**src/rtl/dcore_rst_scope.sv**
```systemverilog
module dcore_rst_scope #(
  parameter int HOLD_CYC = 8
) (
  input  logic clk,
  input  logic rst_n,
  input  logic dev_rst_req,
  input  logic p_nmiwd_exp,
  input  logic p_wd_exp,
  input  logic s_nmiwd_exp,
  input  logic s_wd_exp,
  input  logic s_wd_rst_en,
  input  logic s_release,
  input  logic flag_clr,
  output logic p_rst,
  output logic s_rst,
  output logic p_nmi,
  output logic flag_dev,
  output logic flag_s_nmiwd,
  output logic flag_s_wd
);
  localparam int CW = $clog2(HOLD_CYC + 1);
  localparam logic [CW-1:0] HOLD_V = CW'(HOLD_CYC);

  logic [CW-1:0] p_cnt, s_cnt;
  logic          s_armed;
  logic          dev_evt, s_nmi_ok, s_wd_ok, s_evt, rel_ok;

  assign dev_evt  = dev_rst_req | p_nmiwd_exp | p_wd_exp;
  assign s_nmi_ok = s_nmiwd_exp & ~dev_evt & ~p_rst;
  assign s_wd_ok  = s_wd_exp & s_wd_rst_en & ~dev_evt & ~p_rst;
  assign s_evt    = s_nmi_ok | s_wd_ok;
  assign rel_ok   = s_release & ~p_rst & ~dev_evt;

  assign p_rst = (p_cnt != '0);
  assign s_rst = (s_cnt != '0) | s_armed;

  always_ff @(posedge clk or negedge rst_n)
    if (!rst_n)                p_cnt <= HOLD_V;
    else if (dev_evt)          p_cnt <= HOLD_V;
    else if (p_cnt != '0)      p_cnt <= p_cnt - 1'b1;

  always_ff @(posedge clk or negedge rst_n)
    if (!rst_n)                s_cnt <= HOLD_V;
    else if (dev_evt || s_evt) s_cnt <= HOLD_V;
    else if (s_cnt != '0)      s_cnt <= s_cnt - 1'b1;

  always_ff @(posedge clk or negedge rst_n)
    if (!rst_n)       s_armed <= 1'b1;
    else if (dev_evt) s_armed <= 1'b1;
    else if (rel_ok)  s_armed <= 1'b0;

  always_ff @(posedge clk or negedge rst_n)
    if (!rst_n) begin
      p_nmi        <= 1'b0;
      flag_dev     <= 1'b0;
      flag_s_nmiwd <= 1'b0;
      flag_s_wd    <= 1'b0;
    end else begin
      p_nmi        <= s_nmi_ok;
      flag_dev     <= dev_evt  | (flag_dev     & ~flag_clr);
      flag_s_nmiwd <= s_nmi_ok | (flag_s_nmiwd & ~flag_clr);
      flag_s_wd    <= s_wd_ok  | (flag_s_wd    & ~flag_clr);
    end

  // pulse-width monitors for the minimum-hold check
  logic [CW:0] p_len, s_len;
  always_ff @(posedge clk or negedge rst_n)
    if (!rst_n) begin
      p_len <= '0;
      s_len <= '0;
    end else begin
      p_len <= !p_rst ? '0 : (p_len > (CW+1)'(HOLD_CYC)) ? p_len : p_len + 1'b1;
      s_len <= !s_rst ? '0 : (s_len > (CW+1)'(HOLD_CYC)) ? s_len : s_len + 1'b1;
    end

  a_r1_dev_both: assert property (@(posedge clk) disable iff (!rst_n)
    dev_rst_req |=> p_rst && s_rst);
  a_r2_pnmi_both: assert property (@(posedge clk) disable iff (!rst_n)
    p_nmiwd_exp |=> p_rst && s_rst && flag_dev);
  a_r3_pwd_both: assert property (@(posedge clk) disable iff (!rst_n)
    p_wd_exp |=> p_rst && s_rst && flag_dev);
  a_r4_snmi_local: assert property (@(posedge clk) disable iff (!rst_n)
    (s_nmiwd_exp && !dev_evt && !p_rst) |=> s_rst && !p_rst);
  a_r5_nmi_pulse: assert property (@(posedge clk) disable iff (!rst_n)
    p_nmi |-> s_rst && flag_s_nmiwd && !p_rst);
  a_r6_wd_gated: assert property (@(posedge clk) disable iff (!rst_n)
    (s_wd_exp && !s_wd_rst_en && !s_nmiwd_exp && !dev_evt && !s_rst) |=> !s_rst);
  a_r7_rel_needs_p: assert property (@(posedge clk) disable iff (!rst_n)
    (s_armed && p_rst) |=> s_rst);
  a_r9_p_width: assert property (@(posedge clk) disable iff (!rst_n)
    $fell(p_rst) |-> p_len >= (CW+1)'(HOLD_CYC));
  a_r9_s_width: assert property (@(posedge clk) disable iff (!rst_n)
    $fell(s_rst) |-> s_len >= (CW+1)'(HOLD_CYC));
  a_r11_prio: assert property (@(posedge clk) disable iff (!rst_n)
    (dev_evt && s_nmiwd_exp) |=> !p_nmi && s_rst);
  a_r12_rel_idle: assert property (@(posedge clk) disable iff (!rst_n)
    (s_release && !s_rst && !dev_evt && !s_nmiwd_exp && !s_wd_exp) |=> !s_rst);
endmodule

```
**config.mk**
```make
export PLATFORM = sky130hd
export DESIGN_NAME = dcore_rst_scope
export DESIGN_NICKNAME = d
export VERILOG_FILES = /design/src/rtl/dcore_rst_scope.sv
export SDC_FILE = /design/constraint.sdc
export NUM_CORES = 1
export LEC_CHECK = 0
export BUFFER_PORTS_ARGS = -buffer_cell sky130_fd_sc_hd__buf_2
export CAP_MARGIN = 20
export CORE_MARGIN = 2
export CORE_UTILIZATION = 40
export DETAILED_ROUTE_END_ITERATION = 8
export HOLD_SLACK_MARGIN = 0.08
export SYNTH_ARGS = -nofsm -noshare
export SYNTH_HDL_FRONTEND = slang
export SYNTH_SLANG_ARGS = --single-unit
```
**constraint.sdc**
```tcl
create_clock -name clk -period 1.6 [get_ports clk]
set_clock_uncertainty 0.05 [all_clocks]
set_input_delay 0.08 -clock clk [delete_from_list [all_inputs] [get_ports clk]]
set_output_delay 0.08 -clock clk [all_outputs]
set_load 0.02 [all_outputs]
```
Word-level counts from Yosys, hierarchy flattened:

Cells that the tools add are included.

* bits in registers: 13
* output and inout bits: 6

* add/sub/neg operators: 2
* muxes and demuxes: 6
* bitwise operators: 20
* reduce and logical (&&, ||, !) cells: 6

Operators by type and width (count)
* two-way mux 4 bit: 4
* AND 1 bit: 10
* nonzero test 4 bit: 2
* subtractor 4 x 1 -> 4 bit (second input constant): 2
* bitwise OR 1 bit: 7
* nonzero test 2 bit: 3
* inverter 1 bit: 3
* two-way mux 1 bit: 2
* logical OR 1 bit: 1

Logic depth before layout (Yosys ltp):

Gate-level depths: netlist of the first run.

* depth in word-level cells: 8
* depth in mapped cells: 6
* mapped depth without buffers: 6

Worst setup path after synthesis of the first run:

Ideal clock, no wire load.

* kind: register -> register
* start point: register p_cnt[0]
* end point: register s_cnt[1]
* setup time: 0.137 ns
* arrival time: 1.244 ns
* required time: 1.413 ns
* path slack: 0.169 ns
* stages on the path, launching flop included: 7
* path buffers: 0
* clock period less this slack: 1.431 ns
* cells stage by stage: dfrtp_1 > inv_1 > ha_1 > nor3b_4 > inv_4 > o21ai_4 > a211oi_1

* cells in the longest elaborated chain, start to end: 6
* elaborated cells on any way between the ends: 8
* those cells by class: mux: 1; bitwise: 4; reduce/logical: 3

Ends and longest elaborated chain
* start, declared: line 24 `logic [CW-1:0] p_cnt, s_cnt;`
* start signal, assigned: line 40 `else if (p_cnt != '0) p_cnt <= p_cnt - 1'b1;`
* nonzero test 4 bit *: line 34 `assign p_rst = (p_cnt != '0);`
* named net p_rst: line 14 `output logic p_rst,`
* inverter 1 bit *: line 29, 30
* AND 1 bit (on tied branches): line 29, 30
* bitwise OR 1 bit *: line 31 `assign s_evt = s_nmi_ok | s_wd_ok;`
* logical OR 1 bit *: line 44 `else if (dev_evt || s_evt) s_cnt <= HOLD_V;`
* two-way mux 4 bit or nonzero test 2 bit (tied branches)
* end signal, assigned: line 45 `else if (s_cnt != '0) s_cnt <= s_cnt - 1'b1;`
* end, declared: line 24

Mark *: on every way through the listed nets, which the timed path passes. The rest lies on a longest branch.
A chain may end at the register's enable or synchronous reset.

Final worst setup path of the first run:

* start point: register s_cnt[1]
* end point: output s_rst

* cells in the longest elaborated chain, start to end: 2

Ends and longest elaborated chain
* nonzero test 4 bit: line 35 `assign s_rst = (s_cnt != '0) | s_armed;`
* bitwise OR 1 bit: line 35
* end, declared: line 15 `output logic s_rst,`

Every way passes these cells.

==> flow_summary.ini, run 1 <==
[synth]
synth_top_flop_cell = dfrtp_1
syn_area_per_cell_um2 = 11.7
syn_area_um2 = 657
ys_ff_latch = 13
yosysUniqueCellTypes = 28
synth.net_count = 69
synth_edf_count = 0
ys_warn_count = 0
yosysSeqAreaShare_pct = 50.1
synthCells = 56
async_flop_share_pct = 100

[pwr]
power_density_nw_per_um2 = 734
leakage_nw = 0.421
ir_drop_uv = 546

[setup_path]
worstPathMaxFanout = 3
start_kind = register
cp-startpoint = s_cnt[1]
critPathMaxStageDelay_ps = 380
slowest_stage = dfrtp_1
path_class = reg2out
r2r-start = p_cnt[1]
cp_data_required_time_ps = 1470
worstPathArrival_ps = 1370
cp_cell_sequence = inv_1 > ha_2 > nor3b_4 > nand2b_1 > buf_2
critPathCaptureType = output pin

[die]
core-area_um2 = 1520
fp.dieArea_um2 = 1980
fp.dieW_um = 44.5
rows = 14
die_h_um = 44.5
num_io_pins = 16
start_util_pct = 43.1

[final_layout]
layout-area-overhead-vs-synth_pct = 37.0
fin_cells = 101
design_area_um2 = 900
diodes = 0
nets = 99
layout_commonest_cell = buf_2
drive_gt1_share_pct = 45.9
final_util_pct = 59.0
layout_common_cells = buf_2, dfrtp_1, dlygate4sd3_1

[clock_network]
numCtsBuffers = 3
clock-sinks = 13
h-tree-depth = 1
root_buffer = clkbuf_4
clk_latency_ps = 270
path_clk_slew_ps = 70
cts_tree = done
cts_buffer_depth = 2

[sta]
tns_ps = 0
slew_violations = 0
worst_slew_pin_slew_ps = 395
rsz0062_at_grt = true
setup-violations-final = 0
maxSlewHeadroom_pct = 73.4
fmax_mhz = 669
min_period_ps = 1500
timing.final.crit_share_pct = 93.5
hold_viol_final = 0

[placed_design]
port-buffer-count = 15
placed_cells = 86
place_area_um2 = 741
place_congestion = 0.719
dp_hpwl_um = 856

[grt]
grt-ovfl-total = 0
grt_use_met3_pct = 7.35
grt_pass1_vias = 556
grt_pass1_wl_mm = 2.38
gr-usage-all-layers_pct = 17.3
grt.busiest_layer = met2
antenna_found_initial = 0
grtUsageMet1_pct = 20.6
use_met2_pct = 27.2
grt_max_degree = 14

[detailed_routing]
vias = 516
detail_route.wl_per_cell_um = 12.4
via_per_inst = 5.11
dr.pass1.iters = 4
ant_nets = 0
routed_wirelength_mm = 1.26
drc = 0
drt_iter0_drc = 7

[min_path]
hp-class = in2async

[run]
cap_violations = 0

[status]
status = finished, final reports clean
final timing paths:
check | end | slack, ps | cells after the start
max | s_rst | 100 | 5
min | p_nmi | 190 | 2
max reg2reg | flag_s_nmiwd | 200 | 6
min reg2reg | flag_dev | 430 | 1
max in group asynchronous | s_cnt[3] | 1040 | 2
min in group clk | flag_dev | 430 | 1
cell type report:
| cell class | count | area (µm²) |
|---|---|---|
| fillers | 123 | 624 |
| flip-flops and latches | 13 | 329 |
| multi-input cells | 36 | 313 |
| repair buffers | 26 | 186 |
| clock buffers | 4 | 26.3 |
| inverters | 6 | 25.0 |
| well taps | 16 | 20.0 |
sequential cells by signal, indices dropped and copies added (netlist names):
register / cells
flag_dev: 1
flag_s_nmiwd: 1
flag_s_wd: 1
p_cnt: 4
p_nmi: 1
s_armed: 1
s_cnt: 4
worst max-delay path: cells and delay by family (launching register included):
kind,cells,cell delay (ps)
fa+ha+maj,1,190
flops,1,380
buf+inv,2,250
simple gates,2,270
logic make-up (layout without fill, tap and decap cells):
family                     Yosys count  in the layout  synth area share [%]
muxes                                1              1                  1.71
adders and majority gates            3              3                  5.71
xor gates and xnor gates             3              3                  4.00
DFF                                 13             13                  50.1
AOI/OAI and AO/OA                   11             11                  15.0
and+or+nand+nor                     18             18                  17.9
buffers and inverters                7             36                  5.52
report_power, final:
group          leakage [nW]  internal [mW]  switching [mW]
logic                 0.242         0.0621          0.0518
registers             0.164          0.341         0.00982
clock network        0.0150         0.0966          0.0996
total                 0.421          0.499           0.161
per-stage QoR:
stage	hold slack [ps]	power [mW]	setup slack [ps]
2_1_floorplan	-266	0.412	169
3_3_place_gp	-71.8	0.441	141
3_5_place_dp	-70.8	0.441	67.5
4_1_cts	160	0.669	1.87
5_1_grt	187	0.714	-1.17
6_report	185	0.661	105
metal layers:
layer	share of wire [%]	wire length, µm
met4	0.72	9
met2	49	613
met5	0	0
met1	45	564
met3	5.3	67
synthesized netlist by cell type, types with 2 or more instances:
cell type / instances / share of area (%)
dfstp_2: 3 / 12
nor2_1: 4 / 2.3
nand2_1: 2 / 1.1
xnor2_1: 3 / 4.0
a21oi_1: 2 / 1.5
or3_1: 2 / 1.9
inv_1: 5 / 2.9
ha_1: 3 / 5.7
a21o_2: 2 / 2.7
dfrtp_1: 10 / 38
nor3_1: 3 / 2.3
timing repair:
item,in CTS,in global routing
gates cloned,0,0
hold buffers,9,0
pin swaps,0,1
endpoints found under the hold margin,20,0
setup endpoints to repair,2,2
resized for setup,2,7
buffers inserted,2,0
(Power assumes the default switching activity.)
==> inputs of run 2 (changes only) <==
==> constraint.sdc (replaced) <==
create_clock -name clk -period 1.5 [get_ports clk]
set_clock_uncertainty 0.05 [all_clocks]
set_input_delay 0.075 -clock clk [delete_from_list [all_inputs] [get_ports clk]]
set_output_delay 0.075 -clock clk [all_outputs]
set_load 0.02 [all_outputs]
==> run 2 against run 1 <==
Compared with the run above: setup slack lost 100 ps; first-iteration DRC count is 43% lower; power rose by 7.8%; utilization up 0.66 points; global-route usage is 1.8 points lower; hold slack worse by 100 ps; combinational power rose by 11%; register-to-register slack got worse by 160 ps; routed wire length is 8.7% higher; clock power up 8%; critical path type unchanged; largest cell class unchanged; largest power group unchanged.
==> flow_summary.ini, run 2 (synthesized netlist as in run 1, its figures left out) <==
[status]
status = finished, final reports clean

[run]
cap_violations = 0

[sta]
worst_slew_pin_slew_ps = 422
hold_viol_final = 0
min_period_ps = 1500
fmax_mhz = 667
setup-violations-final = 0
slew_violations = 0
rsz0062_at_grt = true
maxSlewHeadroom_pct = 71.6
timing.final.crit_share_pct = 100
hold_ws_ps = 82.7

[clock_network]
root_buffer = clkbuf_4
cts_tree = done
cts_buffer_depth = 2
clock-sinks = 13
path_clk_slew_ps = 80
h-tree-depth = 1
numCtsBuffers = 3
clk_latency_ps = 270

[final_layout]
diodes = 0
reg_top3 = p_cnt: 4 flops, s_cnt: 4 flops
design_area_um2 = 910
layout_commonest_cell = buf_2
layout_common_cells = buf_2, dfrtp_1, dlygate4sd3_1
nets = 101
drive_gt1_share_pct = 47.1
layout-area-overhead-vs-synth_pct = 38.5

[pwr]
leakage_nw = 0.432
power.net_switching_uw = 176
power_density_nw_per_um2 = 783
power.internal_uw = 536
ir_drop_uv = 547
power_frac_comb_pct = 17.8
p_sw_share_pct = 24.7
power.share.sequential_pct = 52.5
p_clk_share_pct = 29.7

[min_path]
hp-class = in2reg
hp-start = p_wd_exp

[grt]
gr-usage-all-layers_pct = 15.6
grt_use_met3_pct = 2.45
grt_pass1_wl_mm = 2.10
grt_max_degree = 14
antenna_found_initial = 0
grt-ovfl-total = 0
grt_pass1_vias = 503
grtUsageMet1_pct = 18.6
grt.busiest_layer = met2
use_met2_pct = 25.2

[detailed_routing]
drt_iter0_drc = 4
dr.pass1.iters = 4
routed_wirelength_mm = 1.36
ant_nets = 0
detail_route.wl_per_cell_um = 13.2
drc = 0
vias = 518
via_per_inst = 5.03

[setup_path]
critPathMaxStageDelay_ps = 390
critPathCaptureType = output pin
worstPathMaxFanout = 5
worstPathArrival_ps = 1370
path_class = reg2out
r2r-start = p_cnt[0]
cp_data_required_time_ps = 1370
start_kind = register
crit_buf_inv = 3
cp-startpoint = p_cnt[0]
slowest_stage = dfrtp_1
cp_cell_sequence = inv_2 > ha_4 > nor3b_4 > inv_4 > buf_6
critPathTopFamily = flip-flops

[die]
start_util_pct = 43.1
num_io_pins = 16
core-area_um2 = 1520
fp.dieArea_um2 = 1980
rows = 14
fp.dieW_um = 44.5
die_h_um = 44.5

[placed_design]
port-buffer-count = 15
place_congestion = 0.762
dp_hpwl_um = 882
place_area_um2 = 748
[run 2: changes by cell type in the layout (fill, tap and decap cells not counted), sizes merged]
cell / change
buf: +3
dlygate4sd3: -1
[run 2: worst register-to-register path, stage by stage (launching register included)]
cell and delay [ps]:
dfrtp_1 390, inv_2 100, ha_4 150, nor3b_4 250
inv_4 80, buf_4 140, nor2_2 90, a32o_2 150
[run 2: cell type report]
class / count / area [µm²]
multi-input cells: 36 / 310
fillers: 130 / 614
flip-flops and latches: 13 / 329
well taps: 16 / 20.0
repair buffers: 28 / 199
clock buffers: 4 / 26.3
inverters: 6 / 25.0
[run 2: path summary, 6_finish.rpt]
check,to,slack (ps),cells after the start
min in group asynchronous,flag_s_wd,170,2
max in group asynchronous,p_cnt[3],950,2
hold / removal,s_cnt[0],80,4
setup reg to reg,flag_s_wd,40,7
setup / recovery,p_rst,0.6,5
hold reg to reg,flag_dev,430,1
[run 2: timing repair]
item                                   CTS  global route
resized for setup                        7             1
setup endpoints to repair                2             4
pin swaps                                1             2
cloned                                   0             0
hold buffers                             8             0
setup buffers                            3             1
endpoints found under the hold margin   18             0
[run 2: per-layer routing]
layer	vias to the layer above	wire, µm
li1	258	-
met1	244	609
met2	14	689
met3	2	48
met4	0	18
met5	-	0
[run 2: stage by stage]
stage / TNS (ps) / setup slack [ps] / total power [mW] / util (%) / cells
5_1_grt: -152 / -65.1 / 0.750 / 59.7 / 103
4_1_cts: -4.87 / -4.87 / 0.716 / 59.2 / 102
3_5_place_dp: 0 / 41.7 / 0.472 / 49.1 / 87
2_1_floorplan: 0 / 69.1 / 0.440 / - / 56
3_3_place_gp: 0 / 82.4 / 0.472 / 49.1 / 87
6_report: 0 / 0.642 / 0.712 / 59.7 / 103
[run 2: power by group through the flow]
stage | Clock, mW | Sequential [mW] | Combinational [mW]
2_1_floorplan | 0 | 0.379 | 0.0608
3_3_place_gp | 0 | 0.379 | 0.0936
3_5_place_dp | 0 | 0.379 | 0.0937
4_1_cts | 0.219 | 0.373 | 0.123
5_1_grt | 0.234 | 0.375 | 0.140
6_report | 0.211 | 0.374 | 0.127
==> inputs of run 3 (changes only) <==
--- a/config.mk
+++ b/config.mk
@@ -11,6 +11,7 @@
 export CORE_UTILIZATION = 40
 export DETAILED_ROUTE_END_ITERATION = 8
 export HOLD_SLACK_MARGIN = 0.08
+export SKIP_LAST_GASP = 1
 export SYNTH_ARGS = -nofsm -noshare
 export SYNTH_HDL_FRONTEND = slang
 export SYNTH_SLANG_ARGS = --single-unit
==> constraint.sdc (replaced) <==
create_clock -name clk -period 1.5 [get_ports clk]
set_clock_uncertainty 0.05 [all_clocks]
set_input_delay 0.075 -clock clk [delete_from_list [all_inputs] [get_ports clk]]
set_output_delay 0.075 -clock clk [all_outputs]
set_load 0.005 [all_outputs]
==> run 3 against run 2 <==
Compared with the run above: the run now ends with setup timing left; sequential share of layout area shrank 0.49 points; global-route usage shrank 0.085 points; flip-flop and latch count is the same; power grew 0.24%.
==> flow_summary.ini, run 3 (synthesized netlist as in run 1, its figures left out) <==
[status]
status = finished, violations left
violations = setup timing

[sta]
hold_viol_final = 0
setup-violations-final = 1
fmax_mhz = 666
setup_slack_ps = -0.966
maxSlewHeadroom_pct = 70.3
timing.final.crit_share_pct = 100
min_period_ps = 1500
tns_ps = -0.966
slew_violations = 0
rsz0062_at_grt = true
worst_slew_pin_slew_ps = 442

[detailed_routing]
routed_wirelength_mm = 1.39
via_per_inst = 5.09
drt_iter0_drc = 5
vias = 524
ant_nets = 0
drc = 0
detail_route.wl_per_cell_um = 13.5
dr.pass1.iters = 4

[clock_network]
h-tree-depth = 1
root_buffer = clkbuf_4
clk_latency_ps = 270
path_clk_slew_ps = 70
cts_buffer_depth = 2
clock-sinks = 13
numCtsBuffers = 3
cts_tree = done

[setup_path]
critPathMaxStageDelay_ps = 390
r2r-start = p_cnt[0]
critPathTopFamily = flip-flops
crit_buf_inv = 3
r2r_setup_slack_ps = 20
start_kind = register
path_class = reg2out
cp_data_required_time_ps = 1370
worstPathMaxFanout = 5
r2r_cells = 7
slowest_stage = dfrtp_1
critPathCaptureType = output pin
worstPathArrival_ps = 1380
cp_cell_sequence = inv_2 > ha_4 > nor3b_4 > inv_4 > buf_6
r2r_end = flag_s_wd

[die]
fp.dieArea_um2 = 1980
start_util_pct = 43.1
core-area_um2 = 1520
die_h_um = 44.5
fp.dieW_um = 44.5
num_io_pins = 16
rows = 14

[final_layout]
layout_common_cells = buf_2, dfrtp_1, dlygate4sd3_1
layout_commonest_cell = buf_2
nets = 101
reg_top3 = p_cnt: 4 flops, s_cnt: 4 flops
final_util_pct = 60.5
layout-area-overhead-vs-synth_pct = 40.4
diodes = 0
drive_gt1_share_pct = 49.4

[grt]
grt_pass1_vias = 504
gr-usage-all-layers_pct = 15.5
antenna_found_initial = 0
grt-ovfl-total = 0
grt_max_degree = 14
grt_pass1_wl_mm = 2.08

[run]
cap_violations = 0

[min_path]
hp-start = p_wd_exp
min_path_cells = 4
holdPathEnd = s_cnt[0]
hp-class = in2reg

[pwr]
ir_drop_uv = 546
leakage_nw = 0.433
p_total_uw = 714
power_density_nw_per_um2 = 774

[placed_design]
dp_hpwl_um = 882
port-buffer-count = 15
place_congestion = 0.762
[run 3: cell counts in the layout (fill, tap and decap cells not counted)]
Identical to the previous run, type by type.
[run 3: layout make-up]
class / instances / area (µm²)
clock buffer: 4 / 26.3
multi-input combinational: 36 / 323
timing repair buffer: 28 / 199
tap: 16 / 20.0
inverter: 6 / 25.0
fill: 130 / 602
sequential: 13 / 329
[run 3: worst max path at each step]
stage	startpoint	endpoint	slack, ps	cells after the start
after global placement	p_cnt[0]	s_armed	80	6
after global routing	p_cnt[0]	p_rst	-50	5
after detailed placement	p_cnt[0]	s_cnt[1]	40	6
after floorplan	p_cnt[0]	s_cnt[1]	100	6
final	p_cnt[0]	p_rst	-1	5
after CTS	p_cnt[1]	p_rst	9	5
[run 3: stage by stage]
step | setup slack, ps | std cells | hold slack, ps | area [µm²]
global placement | 82.4 | 87 | -74.9 | 748
CTS | 8.59 | 101 | 86.5 | 888
floorplan | 101 | 56 | -271 | 657
detailed placement | 41.7 | 87 | -72.6 | 748
global route | -52.5 | 103 | 104 | 922
finish | -0.966 | 103 | 86.4 | 922
[run 3: per-layer routing]
layer  wire length, µm  up-vias  GRT usage [%]
met3                39        5           2.45
met5                 0        -              0
met2               699       13           25.2
met4                32        0           10.9
met1               617      249           18.3
li1                  -      257              -
[run 3: where the power goes]
part	internal [mW]	switching [mW]	leakage (nW)
logic	0.0716	0.0557	0.254
registers	0.363	0.0108	0.164
clock network	0.103	0.109	0.0150
[run 3: worst min-delay path, delay by kind of cell]
kind                   cells  cell delay, ps
buffers and inverters      1              90
AO/OA/AOI/OAI              1              80
AND/OR/NAND/NOR            2             130
[run 3: repair_timing]
action,in CTS,in global routing
resized for setup,5,5
endpoints found under the setup margin,2,3
hold buffers,8,0
hold endpoints to repair,18,0
pin swaps,1,1
setup buffers,2,2
